--- config.mk ---
export PLATFORM = sky130hd
export DESIGN_NAME = cos_mask_unit
export DESIGN_NICKNAME = d
export VERILOG_FILES = /design/src/rtl/cmu_pkg.sv /design/src/rtl/cmu_contig_chk.sv /design/src/rtl/cmu_mask_table.sv /design/src/rtl/cmu_assoc_regs.sv /design/src/rtl/cos_mask_unit.sv
export SDC_FILE = /design/constraint.sdc
export NUM_CORES = 1
export LEC_CHECK = 0
export ABC_AREA = 1
export BUFFER_PORTS_ARGS = -buffer_cell sky130_fd_sc_hd__buf_2
export CAP_MARGIN = 15
export CORE_ASPECT_RATIO = 0.75
export CORE_UTILIZATION = 60
export CTS_CLUSTER_DIAMETER = 50
export DETAILED_ROUTE_END_ITERATION = 6
export PLACE_DENSITY_LB_ADDON = 0.1
export SLEW_MARGIN = 25
export SYNTH_ARGS = -nofsm -noshare
export SYNTH_HDL_FRONTEND = slang
export SYNTH_SLANG_ARGS = --single-unit
--- constraint.sdc ---
create_clock -name clk_i -period 1.9 [get_ports clk_i]
set_input_delay 0.19 -clock clk_i [delete_from_list [all_inputs] [get_ports clk_i]]
set_output_delay 0.19 -clock clk_i [all_outputs]
set_load 0.02 [all_outputs]
--- src/rtl/cmu_pkg.sv ---
package cmu_pkg;
  localparam int COS_W = 6;
  localparam int SLOTS = 1 << COS_W;
  localparam logic [11:0] L3D_BASE = 12'hC90;
  localparam logic [11:0] L3C_BASE = 12'hCD0;
  localparam logic [11:0] L2_BASE  = 12'hD10;

  typedef enum logic [1:0] {
    L3_NONE  = 2'b00,
    L3_ALLOC = 2'b01,
    L3_CDP   = 2'b10
  } l3_state_e;
endpackage

--- src/rtl/cmu_contig_chk.sv ---
module cmu_contig_chk #(
  parameter int W = 8
) (
  input  logic [W-1:0] mask_i,
  output logic         ok_o
);
  logic [W-1:0] lsb, sum;
  assign lsb  = mask_i & (~mask_i + W'(1));
  assign sum  = mask_i + lsb;
  // one run: adding the lowest set bit clears the whole run
  assign ok_o = (mask_i != '0) && ((sum & mask_i) == '0);
endmodule

--- src/rtl/cmu_mask_table.sv ---
module cmu_mask_table #(
  parameter int MASK_W = 8,
  parameter int DEPTH  = 4,
  parameter int IDX_IN = 6
) (
  input  logic              clk_i,
  input  logic              rst_ni,
  input  logic              we_i,
  input  logic [IDX_IN-1:0] widx_i,
  input  logic [MASK_W-1:0] wmask_i,
  input  logic [IDX_IN-1:0] ridx_i,
  output logic [MASK_W-1:0] rmask_o,
  output logic              rhit_o,
  input  logic [IDX_IN-1:0] lidx_i,
  output logic [MASK_W-1:0] lmask_o
);
  localparam int IDX_W = (DEPTH > 1) ? $clog2(DEPTH) : 1;

  logic [MASK_W-1:0] mem [DEPTH];
  logic w_in, r_in, l_in;

  assign w_in = 32'(widx_i) < DEPTH;
  assign r_in = 32'(ridx_i) < DEPTH;
  assign l_in = 32'(lidx_i) < DEPTH;

  always_ff @(posedge clk_i or negedge rst_ni) begin
    if (!rst_ni) begin
      for (int i = 0; i < DEPTH; i++) mem[i] <= '1;
    end else if (we_i && w_in) begin
      mem[widx_i[IDX_W-1:0]] <= wmask_i;
    end
  end

  assign rhit_o  = r_in;
  assign rmask_o = r_in ? mem[ridx_i[IDX_W-1:0]] : '0;
  assign lmask_o = l_in ? mem[lidx_i[IDX_W-1:0]] : '1;
endmodule

--- src/rtl/cmu_assoc_regs.sv ---
module cmu_assoc_regs #(
  parameter int THREADS = 2,
  parameter int COS_W   = 6,
  localparam int TID_W  = (THREADS > 1) ? $clog2(THREADS) : 1
) (
  input  logic             clk_i,
  input  logic             rst_ni,
  input  logic             we_i,
  input  logic [TID_W-1:0] wtid_i,
  input  logic [COS_W-1:0] wcos_i,
  input  logic [TID_W-1:0] rtid_i,
  output logic [COS_W-1:0] rcos_o
);
  logic [COS_W-1:0] cos_q [THREADS];

  always_ff @(posedge clk_i or negedge rst_ni) begin
    if (!rst_ni) begin
      for (int i = 0; i < THREADS; i++) cos_q[i] <= '0;
    end else if (we_i && (32'(wtid_i) < THREADS)) begin
      cos_q[wtid_i] <= wcos_i;
    end
  end

  assign rcos_o = (32'(rtid_i) < THREADS) ? cos_q[rtid_i] : '0;
endmodule

--- src/rtl/cos_mask_unit.sv ---
module cos_mask_unit
  import cmu_pkg::*;
#(
  parameter int MASK_W  = 8,
  parameter int DATA_W  = 32,
  parameter int L2_COS  = 4,
  parameter int L3_COS  = 8,
  parameter int THREADS = 2,
  localparam int TID_W  = (THREADS > 1) ? $clog2(THREADS) : 1
) (
  input  logic              clk_i,
  input  logic              rst_ni,
  input  logic              l3_cdp_i,
  input  logic              reg_we_i,
  input  logic              reg_re_i,
  input  logic [11:0]       reg_addr_i,
  input  logic [DATA_W-1:0] reg_wdata_i,
  output logic [DATA_W-1:0] reg_rdata_o,
  output logic              reg_err_o,
  input  logic              assoc_we_i,
  input  logic [TID_W-1:0]  assoc_tid_i,
  input  logic [COS_W-1:0]  assoc_cos_i,
  input  logic              req_valid_i,
  input  logic [TID_W-1:0]  req_tid_i,
  output logic              rsp_valid_o,
  output logic [MASK_W-1:0] l2_mask_o,
  output logic [MASK_W-1:0] l3_code_mask_o,
  output logic [MASK_W-1:0] l3_data_mask_o,
  output logic [2:0]        cap_o
);
  logic [11:0] off_l2, off_l3d, off_l3c;
  logic        in_l2, in_l3d, in_l3c;
  logic [COS_W-1:0] idx_l2, idx_l3d, idx_l3c;

  assign off_l2  = reg_addr_i - L2_BASE;
  assign off_l3d = reg_addr_i - L3D_BASE;
  assign off_l3c = reg_addr_i - L3C_BASE;
  assign in_l2   = off_l2  < 12'(SLOTS);
  assign in_l3d  = off_l3d < 12'(SLOTS);
  assign in_l3c  = (off_l3c < 12'(SLOTS)) && l3_cdp_i;
  assign idx_l2  = off_l2[COS_W-1:0];
  assign idx_l3d = off_l3d[COS_W-1:0];
  assign idx_l3c = off_l3c[COS_W-1:0];

  logic [MASK_W-1:0] wmask;
  logic              wmask_ok;
  logic [DATA_W-MASK_W-1:0] unused_wdata_hi;
  assign wmask = reg_wdata_i[MASK_W-1:0];
  assign unused_wdata_hi = reg_wdata_i[DATA_W-1:MASK_W];

  cmu_contig_chk #(.W(MASK_W)) u_contig (.mask_i(wmask), .ok_o(wmask_ok));

  logic [COS_W-1:0] req_cos;

  cmu_assoc_regs #(.THREADS(THREADS), .COS_W(COS_W)) u_assoc (
    .clk_i(clk_i), .rst_ni(rst_ni),
    .we_i(assoc_we_i), .wtid_i(assoc_tid_i), .wcos_i(assoc_cos_i),
    .rtid_i(req_tid_i), .rcos_o(req_cos)
  );

  logic [MASK_W-1:0] r_l2, r_l3d, r_l3c, k_l2, k_l3d, k_l3c;
  logic              h_l2, h_l3d, h_l3c;
  logic              hit_l2, hit_l3d, hit_l3c, hit_any;

  assign hit_l2  = in_l2  && h_l2;
  assign hit_l3d = in_l3d && h_l3d;
  assign hit_l3c = in_l3c && h_l3c;
  assign hit_any = hit_l2 || hit_l3d || hit_l3c;

  cmu_mask_table #(.MASK_W(MASK_W), .DEPTH(L2_COS), .IDX_IN(COS_W)) u_tbl_l2 (
    .clk_i(clk_i), .rst_ni(rst_ni),
    .we_i(reg_we_i && in_l2 && wmask_ok), .widx_i(idx_l2), .wmask_i(wmask),
    .ridx_i(idx_l2), .rmask_o(r_l2), .rhit_o(h_l2),
    .lidx_i(req_cos), .lmask_o(k_l2)
  );

  cmu_mask_table #(.MASK_W(MASK_W), .DEPTH(L3_COS), .IDX_IN(COS_W)) u_tbl_l3d (
    .clk_i(clk_i), .rst_ni(rst_ni),
    .we_i(reg_we_i && in_l3d && wmask_ok), .widx_i(idx_l3d), .wmask_i(wmask),
    .ridx_i(idx_l3d), .rmask_o(r_l3d), .rhit_o(h_l3d),
    .lidx_i(req_cos), .lmask_o(k_l3d)
  );

  cmu_mask_table #(.MASK_W(MASK_W), .DEPTH(L3_COS), .IDX_IN(COS_W)) u_tbl_l3c (
    .clk_i(clk_i), .rst_ni(rst_ni),
    .we_i(reg_we_i && in_l3c && wmask_ok), .widx_i(idx_l3c), .wmask_i(wmask),
    .ridx_i(idx_l3c), .rmask_o(r_l3c), .rhit_o(h_l3c),
    .lidx_i(req_cos), .lmask_o(k_l3c)
  );

  logic [MASK_W-1:0] rd_mask;
  always_comb begin
    rd_mask = '0;
    if (hit_l2)       rd_mask = r_l2;
    else if (hit_l3d) rd_mask = r_l3d;
    else if (hit_l3c) rd_mask = r_l3c;
  end

  always_ff @(posedge clk_i or negedge rst_ni) begin
    if (!rst_ni) begin
      reg_rdata_o <= '0;
      reg_err_o   <= 1'b0;
    end else begin
      reg_err_o <= (reg_we_i && !(hit_any && wmask_ok)) || (reg_re_i && !hit_any);
      if (reg_re_i) reg_rdata_o <= {{(DATA_W-MASK_W){1'b0}}, rd_mask};
    end
  end

  always_ff @(posedge clk_i or negedge rst_ni) begin
    if (!rst_ni) begin
      rsp_valid_o    <= 1'b0;
      l2_mask_o      <= '1;
      l3_data_mask_o <= '1;
      l3_code_mask_o <= '1;
    end else begin
      rsp_valid_o <= req_valid_i;
      if (req_valid_i) begin
        l2_mask_o      <= k_l2;
        l3_data_mask_o <= k_l3d;
        l3_code_mask_o <= l3_cdp_i ? k_l3c : k_l3d;
      end
    end
  end

  l3_state_e l3_state;
  assign l3_state = l3_cdp_i ? L3_CDP : L3_ALLOC;
  assign cap_o    = {1'b1, l3_state};
endmodule

==> run summary <==
====================================================================================
Final-stage net count                                                           1751
Count of buffers inserted at the top-level ports                                  70
Most repeated cell in the gate-level netlist after synthesis            sky130_fd_sc_hd__nand2_1
Deepest clock path buffer count                                                    3
Num ports                                                                        120
Pin slew with the least headroom to its limit                               0.610 ns
Layout cells sized above 1                                                     25.1%
Reg-to-reg startpoint                                                   u_assoc.cos_q[2]
Share of flip-flops with an asynchronous set or reset after synthesis           100%
Capture endpoint of the worst hold path                                  rsp_valid_o
Part of the total power dissipated in the clock network                        41.5%
Post-DRT Antenna Nets                                                              0
Worst Path Arrival                                                           2.29 ns
Clock sinks                                                                      206
Met2 Use GR                                                                    57.0%
Min-delay src                                                            req_valid_i
Commonest cells in the synthesized netlist                              sky130_fd_sc_hd__nand2_1, sky130_fd_sc_hd__nand4_1, sky130_fd_sc_hd__dfstp_2
Number of warnings issued by yosys                                                 0
Vertical die dimension                                                        124 um
Largest fanout of any net on the critical path                                    13
Slew Limit Fails                                                                   0
Rel. slew slack                                                                59.3%
Post-synthesis compound-gate area fraction                                     9.20%
Number of cell instances on the worst register-to-register path                    8
Proportion of synthesized chip area in sequential cells                        45.6%
Violation count after the first detailed-routing iteration                      1986
Flop-to-flop setup slack                                                     0.06 ns
Root Buffer Master                                                      sky130_fd_sc_hd__clkbuf_16
Half-perimeter wire length after placement                                   27.6 mm
Met1 Track Usage GR                                                            59.2%
Post-route cell area                                                       14000 um2
Xor and xnor fraction of the mapped netlist area                                  0%
Top cell type's share of synthesized area                                      40.9%
Post-Syn Area                                                              11800 um2
Nature of the critical path startpoint                                      register
Final core area utilization                                                    72.2%
Dominant combinational cell family by area after synthesis              simple AND/OR/NAND/NOR gates
Worst ir drop on vdd                                                      0.000690 V
Outcome                                                                 finished clean
Placeable core region                                                      19300 um2
Cell taking the most area after synthesis                               sky130_fd_sc_hd__dfstp_2
Initial antenna violation count                                                    0
Total leakage power                                                          6.32 nW
Required @ worst endpoint                                                    2.35 ns
Net switching power                                                          3.29 mW
Placer Congestion                                                              0.966
Area share of and/or/nand/nor cells after synthesis                            36.4%
Setup Crit Path Kind                                                      reg -> reg
CTS tree                                                                       built
Min-delay worst type                                                       in -> reg
Number of clock buffers inserted by TritonCTS                                     24
Clock-pin slew on the worst setup and hold paths                             0.06 ns
Final hold vios                                                                    0
Crit-path most repeated cell                                            sky130_fd_sc_hd__nand3_1
Avg Cell Area, Syn                                                          7.41 um2
Adder-cell share of the synthesized area                                          0%
Highest-delay cell along the critical path                              sky130_fd_sc_hd__dfrtp_1
Remaining design rule violation count                                              0
Final critical-path share of the clock period                                  96.8%
Critical register-to-register path endpoint                             l3_code_mask_o[3]
Average wire per cell in the routed design                                   21.0 um
Pwr/cell area                                                             797 nW/um2
Floorplan die area                                                         20300 um2
Post-Route Skew                                                            0.0173 ns
Critical Path End Type                                                      register
Effective utilization at floorplan                                             61.2%
Number of flops mapped to enable cells by yosys                                    0
Insertion delay of the later-clocked pin in the worst-skew pair              0.53 ns
Grt total ovfl                                                                     0
Busiest layer in global routing                                                 met1
Max Freq                                                                     544 MHz
DP Area                                                                    13000 um2
Mean number of vias per cell                                                    6.38
Combinational share of power                                                   16.4%
Seq cells post-synth                                                             206
Predominant post-synthesis flop cell                                    sky130_fd_sc_hd__dfstp_2
CP cell instances                                                       or2_2, o21ai_2, inv_1, nor2_2, buf_6, nand3_1, nand4_1, nand3_1
Mux contribution to synthesized area                                              0%
WHS Path Cells                                                                     2
Largest net degree at the start of global routing                                 94
Layout fillers                                                                  1522
Main area contributors after synthesis                                  sky130_fd_sc_hd__dfstp_2, sky130_fd_sc_hd__nand2_1, sky130_fd_sc_hd__nand4_1, sky130_fd_sc_hd__dfrtp_1, sky130_fd_sc_hd__nand3_1
Number of vias in the routed layout                                            12500
Synth cell types                                                                  29
Internal power                                                               7.83 mW
First-pass GRT wire length                                                   63.7 mm
Unrepaired setup endpoints after global routing                                 true
Layout area overhead                                                           18.1%
Placement Rows                                                                    44
Post-detailed-routing wire length                                            41.3 mm
H-tree lvl count                                                                   1
Met3 Use GR                                                                    14.7%
Post-synthesis instance total                                                   1596
Sequential group share of total power                                          42.1%
Time the final worst path needs with I/O delays and setup                    1.84 ns
Overall die width                                                             164 um
DR pass1 iterations                                                                6
Final setup violation count                                                        0
Vias in the first global route                                                 11200
Total global-route track usage                                                 41.2%
Number of violations of the max-capacitance limit                                  0
Net switching share of the total power                                         29.6%
Worst path max stage delay                                                   0.38 ns
====================================================================================
[flip-flops by register name (all words and copies together) (netlist names)]
register	flops
u_tbl_l3c.mem	64
u_tbl_l3d.mem	64
u_tbl_l2.mem	32
u_assoc.cos_q	12
l2_mask_o	8
l3_code_mask_o	8
l3_data_mask_o	8
reg_rdata_o	8
reg_err_o	1
rsp_valid_o	1
[kinds of logic after synthesis]
family / after synthesis
AOI/OAI and AO/OA: 179
buffers and inverters: 236
DFF: 206
other: 2
and+or+nand+nor: 973
[layout by cell type, fill, tap and decap left out, types with 18 or more instances in the layout]
master,n
sky130_fd_sc_hd__o21ai_0,59
sky130_fd_sc_hd__clkbuf_16,27
sky130_fd_sc_hd__inv_1,82
sky130_fd_sc_hd__buf_4,98
sky130_fd_sc_hd__dfrtp_1,22
sky130_fd_sc_hd__buf_12,18
sky130_fd_sc_hd__buf_2,68
sky130_fd_sc_hd__nor2_1,101
sky130_fd_sc_hd__conb_1,25
sky130_fd_sc_hd__dfstp_2,184
sky130_fd_sc_hd__nand3_1,108
sky130_fd_sc_hd__o211ai_1,20
sky130_fd_sc_hd__nand4_1,187
sky130_fd_sc_hd__a21oi_1,43
sky130_fd_sc_hd__a22oi_1,39
sky130_fd_sc_hd__nand2_1,557
[through the flow]
step / hold slack (ns) / worst slack (ns) / cells / total power [mW] / TNS (ns)
2_1_floorplan: -0.106 / 0.369 / 1619 / 5.69 / 0
3_3_place_gp: 0.455 / 0.0882 / 1907 / 6.45 / 0
3_5_place_dp: 0.456 / -0.0396 / 1907 / 6.47 / -0.0805
4_1_cts: 0.0665 / 0.0149 / 1959 / 11.1 / 0
5_1_grt: 0.0899 / -0.0262 / 1963 / 11.4 / -0.0461
6_report: 0.0839 / 0.0615 / 1964 / 11.1 / 0
[cell type report]
type	instances	area [um2]	area share [%]
multi-input cells	1177	5560	39.8
inverters	87	327	2.34
clock buffers	37	742	5.32
repair buffers	196	1570	11.3
well taps	253	317	2.27
flip-flops and latches	206	5390	38.6
clock inverters	7	50.0	0.359
diodes	1	2.50	0.0179
[worst max-delay path by stage]
stage                                  from           endpoint  cells after the start
after global placement    u_assoc.cos_q[10]  l3_code_mask_o[1]                     10
after global routing       u_assoc.cos_q[2]  l3_code_mask_o[6]                      8
after floorplan                   req_tid_i  l3_code_mask_o[4]                     10
after detailed placement  u_assoc.cos_q[10]  l3_code_mask_o[3]                      8
final                      u_assoc.cos_q[2]  l3_code_mask_o[3]                      8
after CTS                  u_assoc.cos_q[2]  l3_code_mask_o[1]                     10
[power groups by stage]
stage	sequential (mW)	clock [mW]	combinational [mW]
after floorplan	4.82	0	0.869
after global placement	4.73	0	1.72
after detailed placement	4.73	0	1.74
after CTS	4.67	4.65	1.76
after global routing	4.69	4.79	1.96
final	4.68	4.62	1.83
[critical path, delay by kind of cell, from the launching register on]
kind | cells | cell delay [ns]
compound gates | 1 | 0.09
simple gates | 5 | 0.95
flops | 1 | 0.38
buf+inv | 2 | 0.33
[repair_timing]
item / 4_1_cts / 5_1_grt
setup buffers: 0 / 4
hold buffers: 8 / 0
setup endpoints to repair: 5 / 46
endpoints found under the hold margin: 64 / 0
gates resized for setup: 1 / 7
pin swaps: 0 / 1
[layer usage]
| metal | vias up | wire [um] |
|---|---|---|
| met1 | 5872 | 16400 |
| met3 | 126 | 6580 |
| met2 | 977 | 17000 |
| met5 | - | 0 |
| li1 | 5549 | - |
| met4 | 0 | 1370 |
Power figures use the tool's default switching activity.
